<file path="src/rtl/pgx_pkg.sv">
package pgx_pkg;
  localparam int ADDR_W       = 32;
  localparam int OFS_W        = 12;
  localparam int VPN_W        = ADDR_W - OFS_W;
  localparam int LVL_W        = VPN_W / 2;
  localparam int PRESENT_BIT  = 0;
  localparam int ACCESSED_BIT = 5;
  localparam int DIRTY_BIT    = 6;

  typedef enum logic [2:0] {
    ST_IDLE, ST_LOOK, ST_DIR_RD, ST_DIR_WR,
    ST_TBL_RD, ST_TBL_WR, ST_FILL, ST_RESP
  } walk_st_t;

  typedef struct packed {
    logic             vld;
    logic             dirty;
    logic [VPN_W-1:0] vpn;
    logic [VPN_W-1:0] pfn;
  } tlb_ent_t;
endpackage

</file>
<file path="src/rtl/pgx_tlb.sv">
module pgx_tlb
  import pgx_pkg::*;
#(
  parameter int ENTRIES = 32
) (
  input  logic             clk,
  input  logic             rst_n,
  input  logic             flush,
  input  logic [VPN_W-1:0] look_vpn,
  output logic             hit,
  output logic [VPN_W-1:0] hit_pfn,
  output logic             hit_dirty,
  input  logic             fill_en,
  input  logic [VPN_W-1:0] fill_pfn,
  input  logic             fill_dirty
);
  localparam int IDX_W = (ENTRIES > 1) ? $clog2(ENTRIES) : 1;

  logic [ENTRIES-1:0] hit_vec;
  logic [ENTRIES-1:0] wr_sel;
  logic [ENTRIES-1:0] slot_dirty;
  logic [VPN_W-1:0]   slot_pfn [ENTRIES];
  logic [IDX_W-1:0]   rr_ptr;

  assign hit = |hit_vec;

  // One slot per entry: storage, tag compare and write select.
  for (genvar i = 0; i < ENTRIES; i++) begin : g_slot
    tlb_ent_t ent_r;

    assign hit_vec[i]    = ent_r.vld && (ent_r.vpn == look_vpn);
    assign wr_sel[i]     = fill_en && (hit ? hit_vec[i] : (rr_ptr == IDX_W'(i)));
    assign slot_dirty[i] = ent_r.dirty;
    assign slot_pfn[i]   = ent_r.pfn;

    always_ff @(posedge clk) begin
      if (!rst_n) begin
        ent_r <= '0;
      end else if (flush) begin
        ent_r.vld <= 1'b0;
      end else if (wr_sel[i]) begin
        ent_r.vld   <= 1'b1;
        ent_r.dirty <= fill_dirty;
        ent_r.vpn   <= look_vpn;
        ent_r.pfn   <= fill_pfn;
      end
    end
  end

  always_comb begin
    hit_pfn   = '0;
    hit_dirty = 1'b0;
    for (int i = 0; i < ENTRIES; i++) begin
      if (hit_vec[i]) begin
        hit_pfn   = hit_pfn | slot_pfn[i];
        hit_dirty = hit_dirty | slot_dirty[i];
      end
    end
  end

  // Round-robin victim pointer advances only when a new slot is taken.
  always_ff @(posedge clk) begin
    if (!rst_n || flush) begin
      rr_ptr <= '0;
    end else if (fill_en && !hit) begin
      rr_ptr <= (rr_ptr == IDX_W'(ENTRIES - 1)) ? '0 : rr_ptr + 1'b1;
    end
  end

  AST_ONE_HIT: assert property (@(posedge clk) disable iff (!rst_n)
    $onehot0(hit_vec));

  AST_FLUSH_MISS: assert property (@(posedge clk) disable iff (!rst_n)
    flush |=> !hit);
endmodule

</file>
<file path="src/rtl/pgx_walker.sv">
module pgx_walker
  import pgx_pkg::*;
(
  input  logic              clk,
  input  logic              rst_n,
  input  logic [VPN_W-1:0]  dir_base,
  input  logic              req_valid,
  output logic              req_ready,
  input  logic [ADDR_W-1:0] req_lin,
  input  logic              req_write,
  output logic              rsp_valid,
  input  logic              rsp_ready,
  output logic [ADDR_W-1:0] rsp_addr,
  output logic              rsp_fault,
  output logic              mem_valid,
  input  logic              mem_ready,
  output logic              mem_we,
  output logic [ADDR_W-1:0] mem_addr,
  output logic [ADDR_W-1:0] mem_wdata,
  input  logic [ADDR_W-1:0] mem_rdata,
  output logic [VPN_W-1:0]  look_vpn,
  input  logic              hit,
  input  logic [VPN_W-1:0]  hit_pfn,
  input  logic              hit_dirty,
  output logic              fill_en,
  output logic [VPN_W-1:0]  fill_pfn,
  output logic              fill_dirty
);
  localparam logic [ADDR_W-1:0] A_MASK = ADDR_W'(1) << ACCESSED_BIT;
  localparam logic [ADDR_W-1:0] D_MASK = ADDR_W'(1) << DIRTY_BIT;

  walk_st_t          st;
  logic [ADDR_W-1:0] lin_q;
  logic              wr_q;
  logic [VPN_W-1:0]  dbase_q;
  logic [VPN_W-1:0]  tbase_q;
  logic [ADDR_W-1:0] ent_q;
  logic [ADDR_W-1:0] out_q;
  logic              fault_q;
  logic [ADDR_W-1:0] tbl_upd;
  logic              dir_phase;

  assign req_ready  = (st == ST_IDLE);
  assign rsp_valid  = (st == ST_RESP);
  assign rsp_addr   = out_q;
  assign rsp_fault  = fault_q;
  assign mem_valid  = (st == ST_DIR_RD) || (st == ST_DIR_WR) ||
                      (st == ST_TBL_RD) || (st == ST_TBL_WR);
  assign mem_we     = (st == ST_DIR_WR) || (st == ST_TBL_WR);
  assign dir_phase  = (st == ST_DIR_RD) || (st == ST_DIR_WR);
  assign mem_addr   = dir_phase ? {dbase_q, lin_q[ADDR_W-1 -: LVL_W], 2'b00}
                                : {tbase_q, lin_q[OFS_W +: LVL_W], 2'b00};
  assign mem_wdata  = ent_q;
  assign look_vpn   = lin_q[ADDR_W-1:OFS_W];
  assign fill_en    = (st == ST_FILL);
  assign fill_pfn   = ent_q[ADDR_W-1:OFS_W];
  assign fill_dirty = ent_q[DIRTY_BIT];
  assign tbl_upd    = mem_rdata | A_MASK | (wr_q ? D_MASK : '0);

  always_ff @(posedge clk) begin
    if (!rst_n) begin
      st      <= ST_IDLE;
      lin_q   <= '0;
      wr_q    <= 1'b0;
      dbase_q <= '0;
      tbase_q <= '0;
      ent_q   <= '0;
      out_q   <= '0;
      fault_q <= 1'b0;
    end else begin
      unique case (st)
        ST_IDLE: if (req_valid) begin
          lin_q   <= req_lin;
          wr_q    <= req_write;
          dbase_q <= dir_base;
          st      <= ST_LOOK;
        end
        ST_LOOK: begin
          if (hit && (!wr_q || hit_dirty)) begin
            out_q   <= {hit_pfn, lin_q[OFS_W-1:0]};
            fault_q <= 1'b0;
            st      <= ST_RESP;
          end else begin
            st <= ST_DIR_RD;
          end
        end
        ST_DIR_RD: if (mem_ready) begin
          if (!mem_rdata[PRESENT_BIT]) begin
            out_q   <= lin_q;
            fault_q <= 1'b1;
            st      <= ST_RESP;
          end else begin
            tbase_q <= mem_rdata[ADDR_W-1:OFS_W];
            ent_q   <= mem_rdata | A_MASK;
            st      <= mem_rdata[ACCESSED_BIT] ? ST_TBL_RD : ST_DIR_WR;
          end
        end
        ST_DIR_WR: if (mem_ready) st <= ST_TBL_RD;
        ST_TBL_RD: if (mem_ready) begin
          if (!mem_rdata[PRESENT_BIT]) begin
            out_q   <= lin_q;
            fault_q <= 1'b1;
            st      <= ST_RESP;
          end else begin
            ent_q <= tbl_upd;
            st    <= (tbl_upd != mem_rdata) ? ST_TBL_WR : ST_FILL;
          end
        end
        ST_TBL_WR: if (mem_ready) st <= ST_FILL;
        ST_FILL: begin
          out_q   <= {ent_q[ADDR_W-1:OFS_W], lin_q[OFS_W-1:0]};
          fault_q <= 1'b0;
          st      <= ST_RESP;
        end
        ST_RESP: if (rsp_ready) st <= ST_IDLE;
        default: st <= ST_IDLE;
      endcase
    end
  end

  AST_RSP_HOLD: assert property (@(posedge clk) disable iff (!rst_n)
    rsp_valid && !rsp_ready |=> rsp_valid && !req_ready && $stable(rsp_addr) && $stable(rsp_fault));

  AST_MEM_HOLD: assert property (@(posedge clk) disable iff (!rst_n)
    mem_valid && !mem_ready |=> mem_valid && $stable(mem_addr) && $stable(mem_we) && $stable(mem_wdata));

  AST_WB_ACCESSED: assert property (@(posedge clk) disable iff (!rst_n)
    mem_valid && mem_we |-> mem_wdata[ACCESSED_BIT] && mem_wdata[PRESENT_BIT]);

  AST_WB_DIRTY: assert property (@(posedge clk) disable iff (!rst_n)
    mem_valid && mem_we && (st == ST_TBL_WR) && wr_q |-> mem_wdata[DIRTY_BIT]);
endmodule

</file>
<file path="src/rtl/pgx_translator.sv">
module pgx_translator
  import pgx_pkg::*;
#(
  parameter int ENTRIES = 32
) (
  input  logic        clk,
  input  logic        rst_n,
  input  logic        flush,
  input  logic [19:0] dir_base,
  input  logic        req_valid,
  output logic        req_ready,
  input  logic [31:0] req_lin,
  input  logic        req_write,
  output logic        rsp_valid,
  input  logic        rsp_ready,
  output logic [31:0] rsp_addr,
  output logic        rsp_fault,
  output logic        mem_valid,
  input  logic        mem_ready,
  output logic        mem_we,
  output logic [31:0] mem_addr,
  output logic [31:0] mem_wdata,
  input  logic [31:0] mem_rdata
);
  logic [VPN_W-1:0] look_vpn;
  logic             hit;
  logic [VPN_W-1:0] hit_pfn;
  logic             hit_dirty;
  logic             fill_en;
  logic [VPN_W-1:0] fill_pfn;
  logic             fill_dirty;

  pgx_walker u_walk (
    .clk       (clk),
    .rst_n     (rst_n),
    .dir_base  (dir_base),
    .req_valid (req_valid),
    .req_ready (req_ready),
    .req_lin   (req_lin),
    .req_write (req_write),
    .rsp_valid (rsp_valid),
    .rsp_ready (rsp_ready),
    .rsp_addr  (rsp_addr),
    .rsp_fault (rsp_fault),
    .mem_valid (mem_valid),
    .mem_ready (mem_ready),
    .mem_we    (mem_we),
    .mem_addr  (mem_addr),
    .mem_wdata (mem_wdata),
    .mem_rdata (mem_rdata),
    .look_vpn  (look_vpn),
    .hit       (hit),
    .hit_pfn   (hit_pfn),
    .hit_dirty (hit_dirty),
    .fill_en   (fill_en),
    .fill_pfn  (fill_pfn),
    .fill_dirty(fill_dirty)
  );

  pgx_tlb #(.ENTRIES(ENTRIES)) u_tlb (
    .clk       (clk),
    .rst_n     (rst_n),
    .flush     (flush),
    .look_vpn  (look_vpn),
    .hit       (hit),
    .hit_pfn   (hit_pfn),
    .hit_dirty (hit_dirty),
    .fill_en   (fill_en),
    .fill_pfn  (fill_pfn),
    .fill_dirty(fill_dirty)
  );
endmodule

</file>
<file path="config.mk">
export PLATFORM = sky130hd
export DESIGN_NAME = pgx_translator
export DESIGN_NICKNAME = d
export VERILOG_FILES = /design/src/rtl/pgx_pkg.sv /design/src/rtl/pgx_tlb.sv /design/src/rtl/pgx_walker.sv /design/src/rtl/pgx_translator.sv
export SDC_FILE = /design/constraint.sdc
export NUM_CORES = 2
export LEC_CHECK = 0
export BUFFER_PORTS_ARGS = -buffer_cell sky130_fd_sc_hd__buf_2
export CORE_MARGIN = 1
export CORE_UTILIZATION = 46
export CTS_CLUSTER_SIZE = 14
export DETAILED_ROUTE_END_ITERATION = 6
export GPL_ROUTABILITY_DRIVEN = 0
export PLACE_DENSITY_LB_ADDON = 0.08
export REMOVE_ABC_BUFFERS = 1
export SLEW_MARGIN = 20
export SYNTH_ARGS = -nofsm -noshare
export SYNTH_HDL_FRONTEND = slang
export SYNTH_SLANG_ARGS = --single-unit
export TNS_END_PERCENT = 20
</file>
<file path="constraint.sdc">
create_clock -name clk -period 4.2 [get_ports clk]
set_clock_uncertainty 0.15 [all_clocks]
set_input_delay 0.63 -clock clk [delete_from_list [all_inputs] [get_ports clk]]
set_output_delay 0.63 -clock clk [all_outputs]
set_load 0.05 [all_outputs]
</file>
After elaboration in Yosys (flattened, before gate mapping)
Cells that the tools add are included.
- flip-flop bits (word level): 1490
- logic and storage cells: 528
- output and inout bits: 101
- eq/ne operators: 82
- muxes and demuxes: 124
- add/sub/neg operators: 1
- reduce and logical (&&, ||, !) cells: 119
- bitwise gates (word level): 65
- operators with widths (operator ; number):
    $eq 20x20->1 ; 32
    $mux 20 ; 32
    $or 20x20->20 ; 31
    $mux 32 ; 8
    $pmux 32 s3 ; 1
    $eq 5x5->1 const B ; 16
    $mux 1 ; 67
    $logic_and 1x1->1 ; 66
    $reduce_and 2->1 ; 33
    $pmux 32 s2 ; 1
    $eq 5x4->1 const B ; 8
    $ne 32x32->1 ; 1
    $or 32x32->32 ; 1
    $reduce_or 32->1 ; 1
    $or 1x1->1 ; 31
    $mux 3 ; 10
    $pmux 3 s8 ; 1
    $eq 5x3->1 const B ; 4
    $ne 2x2->1 const B ; 8
    $eq 3x3->1 const B ; 4
    $eq 5x2->1 const B ; 2
    $mux 7 ; 1
    $eq 3x2->1 const B ; 2
    $logic_or 1x1->1 ; 6
    18 further kinds ; 24

Logic depth before layout (Yosys ltp)
- depth in word-level cells: 69
- depth in mapped cells: 17
- depth with buffers taken out: 9

By module
From an unflattened synthesis, not the netlist that was laid out.
- cell total of the unflattened synthesis: 6888
- area, all modules: 66467.5 um^2
- by module, submodules not included (module ; sequential area each (um^2) ; cells an instance ; times used ; area an instance (um^2)):
    pgx_tlb ; 27005.9 ; 6109 ; 1 ; 59699.8
    pgx_walker ; 2822.7 ; 779 ; 1 ; 6767.7

Worst setup path after synthesis
OpenSTA, ideal clock, no wires.
- path type: flip-flop to flip-flop
- start: register u_walk.lin_q[17]
- end: register u_tlb.g_slot[16].ent_r[0] (netlist bit)
- slack: 719 ps
- data arrival time: 3203 ps
- library setup time: 128 ps
- buffers on the path: 8
- stages on the path, launching flop included: 18
- cells stage by stage: dfxtp_1 > buf_4 > buf_12 > buf_12 > buf_8 > xnor2_1 > nand4_1 > nor2_1 > a22oi_1 > nand4_1 > or4_4 > buf_6 > buf_12 > buf_8 > o41ai_4 > buf_6 > mux2i_1 > nor2_1
- longest elaborated chain between the ends: 6
- RTL lines (element ; line ; source):
    start: declaration ; pgx_walker.sv:33 ; logic [ADDR_W-1:0] lin_q;
    start signal: assignment ; pgx_walker.sv:73 ; lin_q <= req_lin;
    $eq 20x20->1 ; pgx_tlb.sv:31 ; assign hit_vec[i] = ent_r.vld && (ent_r.vpn == look_vpn);
    $logic_and 1x1->1 ; pgx_tlb.sv:31 ;
    $reduce_or 32->1 ; pgx_tlb.sv:25 ; assign hit = |hit_vec;
    $mux 1 * ; pgx_tlb.sv:32 ; assign wr_sel[i] = fill_en && (hit ? hit_vec[i] : (rr_ptr == IDX_W'(i)));
    $logic_and 1x1->1 * ; pgx_tlb.sv:32 ;
    $reduce_and 2->1 (no source line) * ; -- ;
    end: declaration ; pgx_tlb.sv:29 ; tlb_ent_t ent_r;
Every way passes the cells marked *; elsewhere a longest branch is shown, timed or not.
A chain may end at the register's enable or synchronous reset.

Worst setup path after layout
- start: register u_walk.lin_q[19]
- end: register u_tlb.g_slot[1].ent_r[3] (netlist bit)
- longest elaborated chain between the ends: 6
- RTL lines (element ; line):
    $eq 20x20->1 ; pgx_tlb.sv:31
    $logic_and 1x1->1 ; pgx_tlb.sv:31
    $reduce_or 32->1 ; pgx_tlb.sv:25
    $mux 1 * ; pgx_tlb.sv:32
    $logic_and 1x1->1 * ; pgx_tlb.sv:32
    $reduce_and 2->1 (no source line) * ; --
    end: declaration ; pgx_tlb.sv:29
Marks and branches as above.

==> impl_metrics.ini <==
[outcome]
status = finished, violations left
failed_checks = design-rule violations, negative setup slack

[placed_design]
post-place-ws_ns = -0.306
io_buffer_count = 189
dpl.hpwl_mm = 217
placed_cell_area_um2 = 80000

[clock_tree]
h-tree-depth = 4
clock-sinks = 1490
cts_buffers = 166
clockBufferDepth = 3
clk_pin_slew_ns = 0.06
cts_root_buf = clkbuf_16
cts_tree = yes
insertion_delay_ns = 0.83

[sta]
fmax_mhz = 232
setup_violations = 67
rsz0062_at_grt = yes
period_share_pct = 103
max_slew_margin_pct = 22.4
worstMarginPinSlew_ns = 1.16
timing.final.ws_setup_ns = -0.118
period_needed_ns = 4.32
whs_ns = 0.0809
hold_viol_final = 0
slew_viol_final = 0

[global_route]
antenna_found_initial = 32
grt_max_degree = 167
grt_pass1_wl_mm = 457
grt_use_total_pct = 39.6
grt-ovfl-total = 0
grt_pass1_vias = 64700

[floorplanning]
die-area_um2 = 156000
core_region_area_um2 = 153000
rows = 143
chipHeight_um = 395
io_pins = 192
die_w_um = 395
start_util_pct = 46.6

[yosys]
synthDistinctLibCells = 69
synth_edf_count = 0
yosys.area.top_type = dfxtp_1
synthTopCellsByArea = dfxtp_1 (42%), mux2i_1 (11%), nand3_1 (7.9%)
netlist_area_um2 = 71100
synth-seq-cells = 1490
synth_area_per_cell_um2 = 8.53
synth_top_area_share_pct = 41.9
synthArstFlopShare_pct = 0
synthCells = 8336
ys.flop_type = dfxtp_1
yosysSeqAreaShare_pct = 41.9
yosys_warnings = 0

[drt]
wl_per_cell_um = 29.6
drtIter0Drc = 10500
totalWireLength_mm = 327
vias_per_cell = 6.33
ant_nets = 0
num_vias = 69900
drtPass1Iterations = 7
drc_errors = 5

[cells_and_area]
design_area_um2 = 88200
nFillCells = 13600
finish.utilization_pct = 57.8
layout-drive-gt1-share_pct = 18.3
final_cell_mix = dfxtp_1 (1449), nand3_1 (1126), mux2i_1 (768)
nNetsFinal = 8979
final_common_cell = dfxtp_1
synthToLayoutAreaGrowth_pct = 24.1

[critical_path]
cp.required_ns = 4.72
start_kind = register
critPathKind = register to register
crit_path_max_fanout = 7
crit_arrival_ns = 4.83
cp-end-kind = register
ff2ff_setup_slack_ns = -0.12

[power_and_ir_drop]
p_leak_nw = 31.3
power_w = 0.0366
powerDensity_nw_per_um2 = 415
ir_worst_vdd_mv = 0.488

[job]
cap_viol_max_count = 0

[min_path]
hold_path.class = input pin to register
[worst paths after layout]
| check | from | to | cells after the start |
|---|---|---|---|
| setup / recovery | u_walk.lin_q[19]$_SDFFE_PN0P_ | u_tlb.g_slot[1].ent_r[3]$_SDFFE_PN0P_ | 16 |
| hold reg to reg | u_walk.lin_q[9]$_SDFFE_PN0P_ | u_walk.rsp_addr[9]$_SDFFE_PN0P_ | 2 |
| setup reg to reg | u_walk.lin_q[19]$_SDFFE_PN0P_ | u_tlb.g_slot[1].ent_r[3]$_SDFFE_PN0P_ | 16 |
| hold / removal | rst_n | u_tlb.g_slot[15].ent_r[31]$_SDFFE_PN0P_ | 3 |
[layout make-up]
class	count	area, um^2	share of cell area, %
diodes	9	22.5	0.0255
clock buffers	254	5010	5.68
clock inverters	40	473	0.536
inverters	14	60.1	0.0681
multi-input cells	5967	37900	43.0
flip-flops and latches	1490	29900	33.9
well taps	2030	2540	2.88
repair buffers	1243	12300	13.9
[power by group]
part / internal, W / total, W / switching [W]
Sequential: 0.0142 / 0.0144 / 0.000135
Clock: 0.00854 / 0.0149 / 0.00637
Combinational: 0.00269 / 0.00730 / 0.00461
Total: 0.0255 / 0.0366 / 0.0111
[metal layers]
layer	routed length (um)	global-route usage [%]
met2	134000	56.2
met4	22300	23.1
met3	43500	13.6
met5	110	0
met1	127000	51.7
[sequential cells by signal, summed over array words and instances (netlist names)]
| signal | cells |
|---|---|
| u_tlb.g_slot.ent_r | 1344 |
| u_tlb.rr_ptr | 5 |
| u_walk.dbase_q | 20 |
| u_walk.lin_q | 32 |
| u_walk.mem_wdata | 32 |
| u_walk.rsp_addr | 32 |
| u_walk.rsp_fault | 1 |
| u_walk.st | 3 |
| u_walk.tbase_q | 20 |
| u_walk.wr_q | 1 |
[through the flow]
stage          setup TNS [ns]  instances
3_5_place_dp          -213.74      10600
3_3_place_gp          -229.38      10600
5_1_grt                 -4.78      11000
2_1_floorplan               -       7471
4_1_cts               -0.0254      11000
6_report                -2.34      11000
[critical path: stages, from the launching register on]
cell and delay, ns:
dfxtp_4 0.39, buf_6 0.15, clkbuf_16 0.18, buf_4 0.14, xnor2_1 0.15, nor4bb_2 0.21
a22oi_1 0.16, nand4_1 0.29, buf_6 0.24, or4_4 0.67, buf_12 0.18, buf_12 0.13
o41ai_4 0.40, buf_6 0.24, clkbuf_16 0.21, mux2i_1 0.20, nor2_1 0.05
[Yosys cell counts (34+ instances only)]
cell type  number
nand2_1       453
a22o_1         90
xnor2_1       503
buf_2          90
dfxtp_1      1490
nand3_1      1127
mux2i_1       771
a21oi_1       689
buf_1          37
a31oi_1        34
clkbuf_1      611
xor2_1        137
buf_6          55
and3_1         55
o21ai_0       619
nor3_1         45
nor4_1        114
nand4_1       317
buf_4          37
nor2_1        735
[cells by family after synthesis]
group	after synthesis	share of synthesized area, %
AND/OR/NAND/NOR	3014	20.6
flip-flops	1490	41.9
other	1	0.00527
AO/OA/AOI/OAI	1503	11.8
buffers and inverters	880	6.22
multiplexers	798	11.3
adder cells (fa/ha/maj)	7	0.120
XOR/XNOR	643	7.95
[timing repair]
| action | 4_1_cts | 5_1_grt |
|---|---|---|
| pin swaps | 11 | 31 |
| endpoints found under the setup margin | 1308 | 971 |
| buffers inserted | 35 | 43 |
| resized for setup | 45 | 86 |
| cloned | 4 | 15 |
| hold endpoints to repair | 96 | 0 |
| hold buffers | 79 | 0 |
Note: power is estimated with default switching activity, not from simulation.
